===== config.mk =====
export PLATFORM = sky130hd
export DESIGN_NAME = adc_seq_top
export DESIGN_NICKNAME = d
export VERILOG_FILES = /design/src/rtl/adc_seq_pkg.sv /design/src/rtl/adc_seq_range.sv /design/src/rtl/adc_seq_lockstep.sv /design/src/rtl/adc_seq_unit.sv /design/src/rtl/adc_seq_top.sv
export SDC_FILE = /design/constraint.sdc
export NUM_CORES = 1
export LEC_CHECK = 0
export BUFFER_PORTS_ARGS = -buffer_cell sky130_fd_sc_hd__buf_2
export CAP_MARGIN = 20
export CELL_PAD_IN_SITES_DETAIL_PLACEMENT = 0
export CELL_PAD_IN_SITES_GLOBAL_PLACEMENT = 1
export CORE_UTILIZATION = 40
export DETAILED_ROUTE_END_ITERATION = 7
export MAX_ROUTING_LAYER = met4
export PLACE_DENSITY_LB_ADDON = 0.1
export SYNTH_ARGS = -nofsm -noshare
export SYNTH_HDL_FRONTEND = slang
export SYNTH_HIERARCHICAL = 1
export SYNTH_SLANG_ARGS = --single-unit

===== constraint.sdc =====
create_clock -name clk_i -period 4.13 [get_ports clk_i]
set_input_delay 0.2065 -clock clk_i [delete_from_list [all_inputs] [get_ports clk_i]]
set_output_delay 0.2065 -clock clk_i [all_outputs]
set_load 0.02 [all_outputs]

===== src/rtl/adc_seq_pkg.sv =====
package adc_seq_pkg;

  typedef enum logic [1:0] {
    MODE_SINGLE   = 2'b00,
    MODE_MULTI    = 2'b01,
    MODE_SCAN     = 2'b10,
    MODE_SCAN_ALT = 2'b11
  } adc_mode_e;

  typedef enum logic [1:0] {
    ST_IDLE  = 2'b00,
    ST_ISSUE = 2'b01,
    ST_WAIT  = 2'b10
  } unit_state_e;

  localparam int REG_W  = 16;
  localparam int MODE_W = 2;
  localparam int GO_BIT = 15;

endpackage


===== src/rtl/adc_seq_range.sv =====
module adc_seq_range
  import adc_seq_pkg::*;
#(
  parameter int CODE_W = 2
) (
  input  logic [CODE_W-1:0] code_i,
  input  adc_mode_e         mode_i,
  output logic [CODE_W-1:0] first_o,
  output logic [CODE_W-1:0] last_o,
  output logic              wrap_o
);

  always_comb begin
    last_o  = code_i;
    first_o = (mode_i == MODE_SINGLE) ? code_i : '0;
    wrap_o  = (mode_i == MODE_SCAN) || (mode_i == MODE_SCAN_ALT);
  end

endmodule


===== src/rtl/adc_seq_lockstep.sv =====
module adc_seq_lockstep #(
  parameter int NUM_UNITS = 2
) (
  input  logic [NUM_UNITS-1:0] busy_i,
  input  logic [NUM_UNITS-1:0] issuing_i,
  output logic                 step_ok_o,
  output logic                 all_idle_o
);

  // A step may fire once no running unit is still waiting for its done pulse.
  assign step_ok_o  = &(~busy_i | issuing_i);
  assign all_idle_o = ~|busy_i;

endmodule


===== src/rtl/adc_seq_unit.sv =====
module adc_seq_unit
  import adc_seq_pkg::*;
#(
  parameter int CODE_W = 2
) (
  input  logic              clk_i,
  input  logic              rst_ni,
  input  logic              kill_i,
  input  logic              go_i,
  input  logic              lockstep_i,
  input  logic              step_ok_i,
  input  logic [CODE_W-1:0] code_i,
  input  adc_mode_e         mode_i,
  input  logic              conv_done_i,
  output logic              conv_start_o,
  output logic [CODE_W-1:0] chan_o,
  output logic              busy_o,
  output logic              issuing_o,
  output logic              pass_done_o
);

  unit_state_e       state_q;
  logic [CODE_W-1:0] cur_q;
  logic [CODE_W-1:0] first;
  logic [CODE_W-1:0] last;
  logic              wrap;

  adc_seq_range #(.CODE_W(CODE_W)) range_i (
    .code_i (code_i),
    .mode_i (mode_i),
    .first_o(first),
    .last_o (last),
    .wrap_o (wrap)
  );

  assign issuing_o    = (state_q == ST_ISSUE);
  assign busy_o       = (state_q != ST_IDLE);
  assign conv_start_o = issuing_o && (!lockstep_i || step_ok_i);
  assign pass_done_o  = (state_q == ST_WAIT) && conv_done_i && (cur_q == last) && !kill_i;
  assign chan_o       = cur_q;

  always_ff @(posedge clk_i) begin
    if (!rst_ni) begin
      state_q <= ST_IDLE;
      cur_q   <= '0;
    end else if (kill_i) begin
      state_q <= ST_IDLE;
    end else begin
      case (state_q)
        ST_IDLE: begin
          if (go_i) begin
            cur_q   <= first;
            state_q <= ST_ISSUE;
          end
        end
        ST_ISSUE: begin
          if (conv_start_o) state_q <= ST_WAIT;
        end
        ST_WAIT: begin
          if (conv_done_i) begin
            if (cur_q == last) begin
              if (wrap && !lockstep_i) begin
                cur_q   <= first;
                state_q <= ST_ISSUE;
              end else begin
                state_q <= ST_IDLE;
              end
            end else begin
              cur_q   <= cur_q + 1'b1;
              state_q <= ST_ISSUE;
            end
          end
        end
        default: state_q <= ST_IDLE;
      endcase
    end
  end

  // a strobe never lasts two cycles
  assert_strobe_one_cycle_R12 : assert property (@(posedge clk_i) disable iff (!rst_ni)
    conv_start_o |=> !conv_start_o);

  // a waiting unit holds until its done pulse
  assert_wait_holds_R12 : assert property (@(posedge clk_i) disable iff (!rst_ni)
    (state_q == ST_WAIT && !conv_done_i && !kill_i) |=> (state_q == ST_WAIT));

  // the walk stays inside the decoded range
  assert_chan_in_range_R2 : assert property (@(posedge clk_i) disable iff (!rst_ni)
    busy_o |-> (cur_q >= first && cur_q <= last));

endmodule


===== src/rtl/adc_seq_top.sv =====
module adc_seq_top
  import adc_seq_pkg::*;
#(
  parameter int NUM_UNITS      = 2,
  parameter int CHANS_PER_UNIT = 4,
  parameter int ADDR_W         = $clog2(NUM_UNITS + 1),
  parameter int CHAN_W         = $clog2(NUM_UNITS * CHANS_PER_UNIT)
) (
  input  logic                        clk_i,
  input  logic                        rst_ni,
  input  logic                        standby_i,
  input  logic                        bus_wr_i,
  input  logic [ADDR_W-1:0]           bus_addr_i,
  input  logic [REG_W-1:0]            bus_wdata_i,
  output logic [REG_W-1:0]            bus_rdata_o,
  output logic [NUM_UNITS-1:0]        conv_start_o,
  output logic [NUM_UNITS*CHAN_W-1:0] conv_chan_o,
  input  logic [NUM_UNITS-1:0]        conv_done_i
);

  localparam int CODE_W    = $clog2(CHANS_PER_UNIT);
  localparam int MODE_LSB  = CODE_W;
  localparam int START_BIT = CODE_W + MODE_W + 1;
  localparam int END_BIT   = CODE_W + MODE_W + 3;

  logic [CODE_W-1:0]    cfg_code [NUM_UNITS];
  adc_mode_e            cfg_mode [NUM_UNITS];
  logic [CODE_W-1:0]    unit_chan[NUM_UNITS];
  logic [NUM_UNITS-1:0] end_q, go_q, busy, issuing, pass_done, kill, running, wr_unit;
  logic                 simul_q, step_ok, all_idle, any_running, wr_shared, shared_go;
  logic                 unused_wdata;

  assign unused_wdata = ^{bus_wdata_i[14:8], bus_wdata_i[6], bus_wdata_i[4]};

  assign running     = busy | go_q;
  assign any_running = |running;
  assign wr_shared   = bus_wr_i && (bus_addr_i == ADDR_W'(NUM_UNITS));
  assign shared_go   = wr_shared && bus_wdata_i[GO_BIT] && !any_running && !simul_q && !standby_i;

  adc_seq_lockstep #(.NUM_UNITS(NUM_UNITS)) lock_i (
    .busy_i    (busy),
    .issuing_i (issuing),
    .step_ok_o (step_ok),
    .all_idle_o(all_idle)
  );

  always_ff @(posedge clk_i) begin
    if (!rst_ni)                 simul_q <= 1'b0;
    else if (standby_i)          simul_q <= 1'b0;
    else if (shared_go)          simul_q <= 1'b1;
    else if (simul_q && all_idle && !(|go_q)) simul_q <= 1'b0;
  end

  for (genvar u = 0; u < NUM_UNITS; u++) begin : g_unit
    assign wr_unit[u] = bus_wr_i && (bus_addr_i == ADDR_W'(u));
    assign kill[u]    = standby_i || (wr_unit[u] && !bus_wdata_i[START_BIT] && running[u]);

    always_ff @(posedge clk_i) begin
      if (!rst_ni) begin
        cfg_code[u] <= '0;
        cfg_mode[u] <= MODE_SINGLE;
        end_q[u]    <= 1'b0;
        go_q[u]     <= 1'b0;
      end else begin
        if (wr_unit[u] && !running[u]) begin
          cfg_code[u] <= bus_wdata_i[CODE_W-1:0];
          cfg_mode[u] <= adc_mode_e'(bus_wdata_i[MODE_LSB +: MODE_W]);
        end
        go_q[u] <= !standby_i && (shared_go ||
                   (wr_unit[u] && bus_wdata_i[START_BIT] && !running[u] && !simul_q));
        if (pass_done[u])                            end_q[u] <= 1'b1;
        else if (wr_unit[u] && !bus_wdata_i[END_BIT]) end_q[u] <= 1'b0;
      end
    end

    adc_seq_unit #(.CODE_W(CODE_W)) unit_i (
      .clk_i       (clk_i),
      .rst_ni      (rst_ni),
      .kill_i      (kill[u]),
      .go_i        (go_q[u]),
      .lockstep_i  (simul_q),
      .step_ok_i   (step_ok),
      .code_i      (cfg_code[u]),
      .mode_i      (cfg_mode[u]),
      .conv_done_i (conv_done_i[u]),
      .conv_start_o(conv_start_o[u]),
      .chan_o      (unit_chan[u]),
      .busy_o      (busy[u]),
      .issuing_o   (issuing[u]),
      .pass_done_o (pass_done[u])
    );

    assign conv_chan_o[u*CHAN_W +: CHAN_W] =
      CHAN_W'(u * CHANS_PER_UNIT) + CHAN_W'(unit_chan[u]);

    // configuration frozen while the unit runs
    assert_cfg_locked_R5 : assert property (@(posedge clk_i) disable iff (!rst_ni)
      (running[u] && $past(running[u])) |-> ($stable(cfg_code[u]) && $stable(cfg_mode[u])));

    // end flag only rises after a done pulse
    assert_end_after_done_R10 : assert property (@(posedge clk_i) disable iff (!rst_ni)
      $rose(end_q[u]) |-> $past(conv_done_i[u]));
  end

  always_comb begin
    bus_rdata_o = '0;
    for (int u = 0; u < NUM_UNITS; u++) begin
      if (bus_addr_i == ADDR_W'(u)) begin
        bus_rdata_o[CODE_W-1:0]          = cfg_code[u];
        bus_rdata_o[MODE_LSB +: MODE_W]  = cfg_mode[u];
        bus_rdata_o[START_BIT]           = running[u];
        bus_rdata_o[END_BIT]             = end_q[u];
      end
    end
    if (bus_addr_i == ADDR_W'(NUM_UNITS)) bus_rdata_o[GO_BIT] = simul_q;
  end

  // in a shared run every running unit strobes in the same cycle
  assert_lockstep_strobe_R6 : assert property (@(posedge clk_i) disable iff (!rst_ni)
    (simul_q && |conv_start_o) |-> (conv_start_o == busy));

  // the shared bit only falls when both units are idle, or on standby
  assert_shared_clear_R7 : assert property (@(posedge clk_i) disable iff (!rst_ni)
    $fell(simul_q) |-> ($past(all_idle) || $past(standby_i)));

  // low bits of the shared word read zero
  assert_shared_low_zero_R8 : assert property (@(posedge clk_i) disable iff (!rst_ni)
    (bus_addr_i == ADDR_W'(NUM_UNITS)) |-> (bus_rdata_o[GO_BIT-1:0] == '0));

endmodule


* Word level (Yosys, flattened, before mapping)
Memory sizes are Yosys's and may differ from the RTL's.
Index checks and enable logic that the tools add are counted.
** Word-level totals
- Register bits after elaboration :: 13
- Memory bits (writable) :: 8
- Bits of input ports :: 24
- Output and inout bits :: 24
- Memories kept :: 2
** Operators by class
- $add $sub $neg :: 3
- Equality and inequality tests :: 20
- Multiplexer cells :: 48
- Bitwise logic cells :: 10
- Reduce and logical (&&, ||, !) cells :: 76
** Memories
- cfg_code :: depth 2, width 2, read ports 2, clocked after memory_dff 0, wr ports 2, line adc_seq_top.sv:26 : logic [CODE_W-1:0] cfg_code [NUM_UNITS];
- cfg_mode :: depth 2, width 2, read ports 2, clocked after memory_dff 0, wr ports 2, line adc_seq_top.sv:27 : adc_mode_e cfg_mode [NUM_UNITS];
** Operators with widths (count)
- $mux W2 :: 20
- $logic_and A1 B1 Y1 :: 35
- $mux W1 :: 22
- $eq A2 B2 Y1 const B :: 7
- $reduce_bool A2 Y1 :: 7
- $pmux W2 S3 :: 2
- $reduce_or A2 Y1 :: 6
- $logic_not A1 Y1 :: 11
- $logic_not A2 Y1 :: 5
- $reduce_and A5 Y1 :: 2
- $mux W4 :: 2
- $ne A2 B2 Y1 const B :: 4
- $pmux W2 S2 :: 2
- $logic_or A1 B1 Y1 :: 7
- $eq A2 B1 Y1 const B :: 3
- $ne A3 B3 Y1 const B :: 2
- $reduce_and A3 Y1 :: 2
- $add A2 B1 Y2 const B :: 2
- $eq A2 B2 Y1 :: 2
- $ne A2 B1 Y1 const B :: 2
- $or A1 B1 Y1 :: 4
- $or A2 B2 Y2 :: 2
- $add A3 B2 Y3 const A :: 1
- $not A1 Y1 :: 3
- 2 further kinds :: 2

* Depth between registers and ports, before layout
- Depth after elaboration :: 9
- Gate-level depth with buffers :: 8
- Gate-level depth less buffers :: 8

* Cells and area by module
Netlist, hierarchy kept.
** By module, submodules not included
- adc_seq_top :: instances 1, cells each 78, area each 793.3 µm²
- adc_seq_unit :: instances 2, cells each 39, area each 306.5 µm²
- adc_seq_range :: instances 2, cells each 5, area each 33.8 µm²
- adc_seq_lockstep :: instances 1, cells each 4, area each 23.8 µm²

* Worst setup path after synthesis
No wires, ideal clock.
- Kind :: flip-flop to flip-flop
- From :: reg g_unit[0].unit_i.state_q[1]
- To :: reg g_unit[0].unit_i.cur_q[0]
- Arrival time :: 1791 ps
- Slack :: 2247 ps
- Stages on the path, launching flop included :: 8
- Period minus slack after synthesis :: 1883 ps
- Cell sequence :: dfxtp_1 or2_2 nor2_1 nor2_1 a21o_1 or2_2 a21o_1 o32ai_1
** On the way
- Cells in the longest elaborated chain, start to end :: 6
- Elaborated cells on any way between the ends :: 13
- Classes of those cells :: 4 x eq/ne; 1 x mux; 2 x bitwise; 6 x reduce/logical
** Ends and longest elaborated chain
- start: declaration :: line adc_seq_unit.sv:22 : unit_state_e state_q;
- start signal: assignment :: line adc_seq_unit.sv:44 : state_q <= ST_IDLE;
- start signal: assignment :: line adc_seq_unit.sv:47 : state_q <= ST_IDLE;
- start signal: assignment :: line adc_seq_unit.sv:53 : state_q <= ST_ISSUE;
- $reduce_bool A2 Y1 :: line adc_seq_unit.sv:37 : assign busy_o = (state_q != ST_IDLE);
- via busy[0] :: line adc_seq_top.sv:29 : logic [NUM_UNITS-1:0] end_q, go_q, busy, issuing, pass_done, kill, running, wr_unit;
- $or A2 B2 Y2 :: line adc_seq_top.sv:35 : assign running = busy | go_q;
- $logic_and A1 B1 Y1 :: line adc_seq_top.sv:56 : assign kill[u] = standby_i || (wr_unit[u] && !bus_wdata_i[START_BIT] && running[u]);
- $logic_or A1 B1 Y1 :: line adc_seq_top.sv:56
- via kill[0] :: line adc_seq_top.sv:29
- $not A1 Y1 (no line)
- $reduce_and A5 Y1 (no line)
- end signal: assignment :: line adc_seq_unit.sv:52 : cur_q <= first;
- end signal: assignment :: line adc_seq_unit.sv:63 : cur_q <= first;
- end signal: assignment :: line adc_seq_unit.sv:69 : cur_q <= cur_q + 1'b1;
- end: declaration :: line adc_seq_unit.sv:23 : logic [CODE_W-1:0] cur_q;
The timed path passes the listed nets, and every way through them passes these cells.
A chain may end at the register's enable or synchronous reset.

* Worst setup path in the final report
- From :: reg g_unit[1].unit_i.state_q[1]
- To :: reg end_q[1]
** On the way
- Cells in the longest elaborated chain, start to end :: 7
- Elaborated cells on any way between the ends :: 11
- Classes of those cells :: 1 x eq/ne; 1 x mux; 1 x bitwise; 8 x reduce/logical
** Ends and longest elaborated chain
- start: declaration :: line adc_seq_unit.sv:22
- start signal: assignment :: line adc_seq_unit.sv:44
- start signal: assignment :: line adc_seq_unit.sv:47
- start signal: assignment :: line adc_seq_unit.sv:53
- $reduce_bool A2 Y1 * :: line adc_seq_unit.sv:37
- via busy[1] :: line adc_seq_top.sv:29
- $or A2 B2 Y2 * :: line adc_seq_top.sv:35
- $logic_and A1 B1 Y1 * :: line adc_seq_top.sv:56
- $logic_or A1 B1 Y1 * :: line adc_seq_top.sv:56
- via kill[1] :: line adc_seq_top.sv:29
- $logic_not A1 Y1 * :: line adc_seq_unit.sv:39 : assign pass_done_o = (state_q == ST_WAIT) && conv_done_i && (cur_q == last) && !kill_i;
- $logic_and A1 B1 Y1 * :: line adc_seq_unit.sv:39
- via pass_done[1] :: line adc_seq_top.sv:29
- $mux W1 / $reduce_bool A2 Y1 (equally long branches)
- end signal: indexed assignment :: line adc_seq_top.sv:62 : end_q[u] <= 1'b0;
- end signal: indexed assignment :: line adc_seq_top.sv:71 : if (pass_done[u]) end_q[u] <= 1'b1;
- end signal: indexed assignment :: line adc_seq_top.sv:72 : else if (wr_unit[u] && !bus_wdata_i[END_BIT]) end_q[u] <= 1'b0;
- end: declaration :: line adc_seq_top.sv:29
Mark *: on every way through the listed nets, which the timed path passes. The rest lies on a longest branch.

==> metrics.txt <==
post-cts sizing count 0; Placed Area 1590 um^2; Worst Hold End simul_q; Placed Cells 233; outcome completed; Setup-failing EPs final 0; post-synthesis instance total 170; Worst EP required 4.32 ns; initial antenna violation count 0; max incr delay on CP 0.37 ns; RR Startpoint g_unit[1].unit_i/state_q[1]; number of CTS-inserted buffers 3; Die Wd 63.2 um; Layout Nets 216; CTS tree built; port bufs 27; Clock Latency Late Sink 0.26 ns; Tmin final 2.20 ns; Critical Path Sink Type register; row count 21; area share of the largest cell type after synthesis 0.174; Most common cell on crit path or2_2; Area growth syn-to-layout 9.11%; Non-Filler Instances 237; vias in the first global route 1,123; WS Path Type register to register; Global Route Usage Sum 0.178; Routed WL 3310 um; share of post-route cells with drive strength above 1 0.220; Final Util 0.471; DRT antenna net count 0; register share of total power 0.529; maximum vdd drop 0.000203 V; antenna cell count 0; top cells by area, synth dfxtp_1, edfxtp_1, buf_4; main combinational cell family by area after synthesis simple AND/OR/NAND/NOR gates; clock tree buffer depth 2; post-route cell area 1630 um^2; post-synthesis adder-cell area fraction 0; first-pass GRT wire length 5330 um; vias per inst 5.36; Comb power frac 0.151; DRT iter0 DRCs 87; initial cell density of the core 0.432; CTS sink cnt 21; H-tree Lvls 1; Critical-path top delay cell or2_2; GPL Wtd Cong 0.847; worst slew pin tran 0.667 ns; hold crit path type primary input to register; CTS clock-pin slew for the worst setup and hold paths 0.07 ns; worst hold path startpoint standby_i; Layout Skew 0.00578 ns; HPWL after DPL 2560 um; largest net degree at the start of global routing 17; reg2reg path depth 7; r2r endpoint end_q[1]; number of max-cap violations 0; Slew Limit Fails 0; total core area 3470 um^2; slew margin rel. 0.551; Mapped Area 1500 um^2; Synth Area in Compound Gates 0.171; Hold WS 0.169 ns; yosys warns 6; mux share of post-synthesis cell area 0.0602; Synth cell types 43; die area 3990 um^2; P_sw 117 uW; post-synthesis register bit count 21; Most used DFF post-synth dfxtp_1; Residual DRC 0; DR pass1 iterations 4; xor/xnor cell area share of the yosys netlist 0.0234; setup TNS 0 ns; Remaining Overflow, GRT 0; ys async rst share 0; register area share after synthesis 0.334; period utilisation layout 0.533; Final Hold Fails 0; Post-synth EDFFs 8; Leakage 0.690 nW; WHS Path Cells 2; CTS root buf clkbuf_8; clock network power share 0.320; fmax 0.454 GHz; Power Internal 309 uW; pwr/cell area 261 nW/um^2; io pins 48; most area-hungry cell type in the Yosys netlist dfxtp_1; syn_area_per_cell 8.81 um^2; sw frac 0.274; setup slack, reg-to-reg 1.93 ns; # Post-CTS Setup Buffers 0; critical-path cell list or2_2, nor2_1, o31ai_1, or2_2, nor4_1, o21ai_0, a31oi_1; Max FO, Critical Path 7; post-synthesis simple-gate area fraction 0.296; Setup crit start kind register; number of hold buffers added after cts 0; CP Data Arrival Time 2.39 ns; die height 63.2 um; WL/cell 14.0 um; unrepaired setup endpoints after global routing no; vias post-DR 1,270
[logic make-up (layout without fill, tap and decap cells)]
kind of cell	count (synthesis)	count (layout)
DFF	21	21
xor gates and xnor gates	4	4
buffers and inverters	26	38
and+or+nand+nor	76	76
muxes	9	9
other	2	11
AOI/OAI and AO/OA	32	32
[cells in the mapped netlist, types with 3 or more instances]
library cell and count:
xor2_1 4, a21o_1 3, a221oi_1 4, or2_2 4
mux2i_1 9, nor2b_1 8, o32ai_1 4, edfxtp_1 8
nor2_1 19, nand2_1 11, nor4_1 3, nor3b_1 4
o31ai_1 4, inv_1 7, nand2b_1 4, nor3_1 5
buf_4 16, dfxtp_1 13, and2_1 8
[worst max-delay path: cells and delay by family (launching register included)]
kind,cells,cell delay (ns)
simple gates,4,1.33
compound gates,3,0.44
flops,1,0.36
[routing by layer]
metal | up-vias | track usage | wire length [um]
met1 | 593 | 0.230 | 1590
met2 | 46 | 0.284 | 1520
li1 | 629 | - | -
met5 | - | - | 0
met4 | 0 | 0.0256 | 16
met3 | 2 | 0.0471 | 194
[stage by stage]
stage	total power [mW]	setup WS, ns
6_report	0.426	1.93
5_1_grt	0.449	1.76
4_1_cts	0.431	1.92
3_5_place_dp	0.294	1.98
3_3_place_gp	0.293	1.99
2_1_floorplan	0.284	2.25
[sequential cells by signal (all words and copies together) (netlist names)]
name and flops:
cfg_mode 4, g_unit.unit_i/state_q 4, simul_q 1, cfg_code 4
g_unit.unit_i/chan_o 4, end_q 2, go_q 2
[power groups by stage]
stage | Sequential (mW) | Clock [mW] | Combinational (mW)
final | 0.225 | 0.137 | 0.0644
after global placement | 0.230 | 0 | 0.0628
after floorplan | 0.228 | 0 | 0.0559
after global routing | 0.226 | 0.152 | 0.0707
after detailed placement | 0.230 | 0 | 0.0640
after CTS | 0.225 | 0.141 | 0.0642
[worst max path at each step]
stage / start / endpoint / slack (ns)
after global routing: g_unit[1].unit_i/state_q[1] / end_q[1] / 1.76
after CTS: g_unit[1].unit_i/state_q[1] / end_q[1] / 1.92
final: g_unit[1].unit_i/state_q[1] / end_q[1] / 1.93
after detailed placement: g_unit[1].unit_i/state_q[1] / end_q[1] / 1.98
after floorplan: g_unit[0].unit_i/state_q[1] / g_unit[0].unit_i/chan_o[0] / 2.25
after global placement: g_unit[1].unit_i/state_q[1] / end_q[1] / 1.99
[area by class of cell]
class	count	area, um^2
tap	46	57.6
multi-input combinational	132	866
clock inverter	1	7.51
inverter	7	26.3
timing repair buffer	27	135
clock buffer	3	41.3
sequential	21	500
fill	364	1830
[placed cells by master, fill, tap and decap left out, types with 4 or more instances in the layout]
| master | instances |
|---|---|
| edfxtp_1 | 8 |
| or2_2 | 4 |
| nand2b_1 | 4 |
| mux2i_1 | 9 |
| and2_1 | 8 |
| nand2_1 | 11 |
| nor3_1 | 5 |
| xor2_1 | 4 |
| o31ai_1 | 4 |
| nor2b_1 | 8 |
| inv_1 | 7 |
| dfxtp_1 | 13 |
| nor2_1 | 19 |
| buf_2 | 27 |
| conb_1 | 11 |
| a221oi_1 | 4 |
| nor3b_1 | 4 |
| o32ai_1 | 4 |
(Power assumes the default switching activity.)
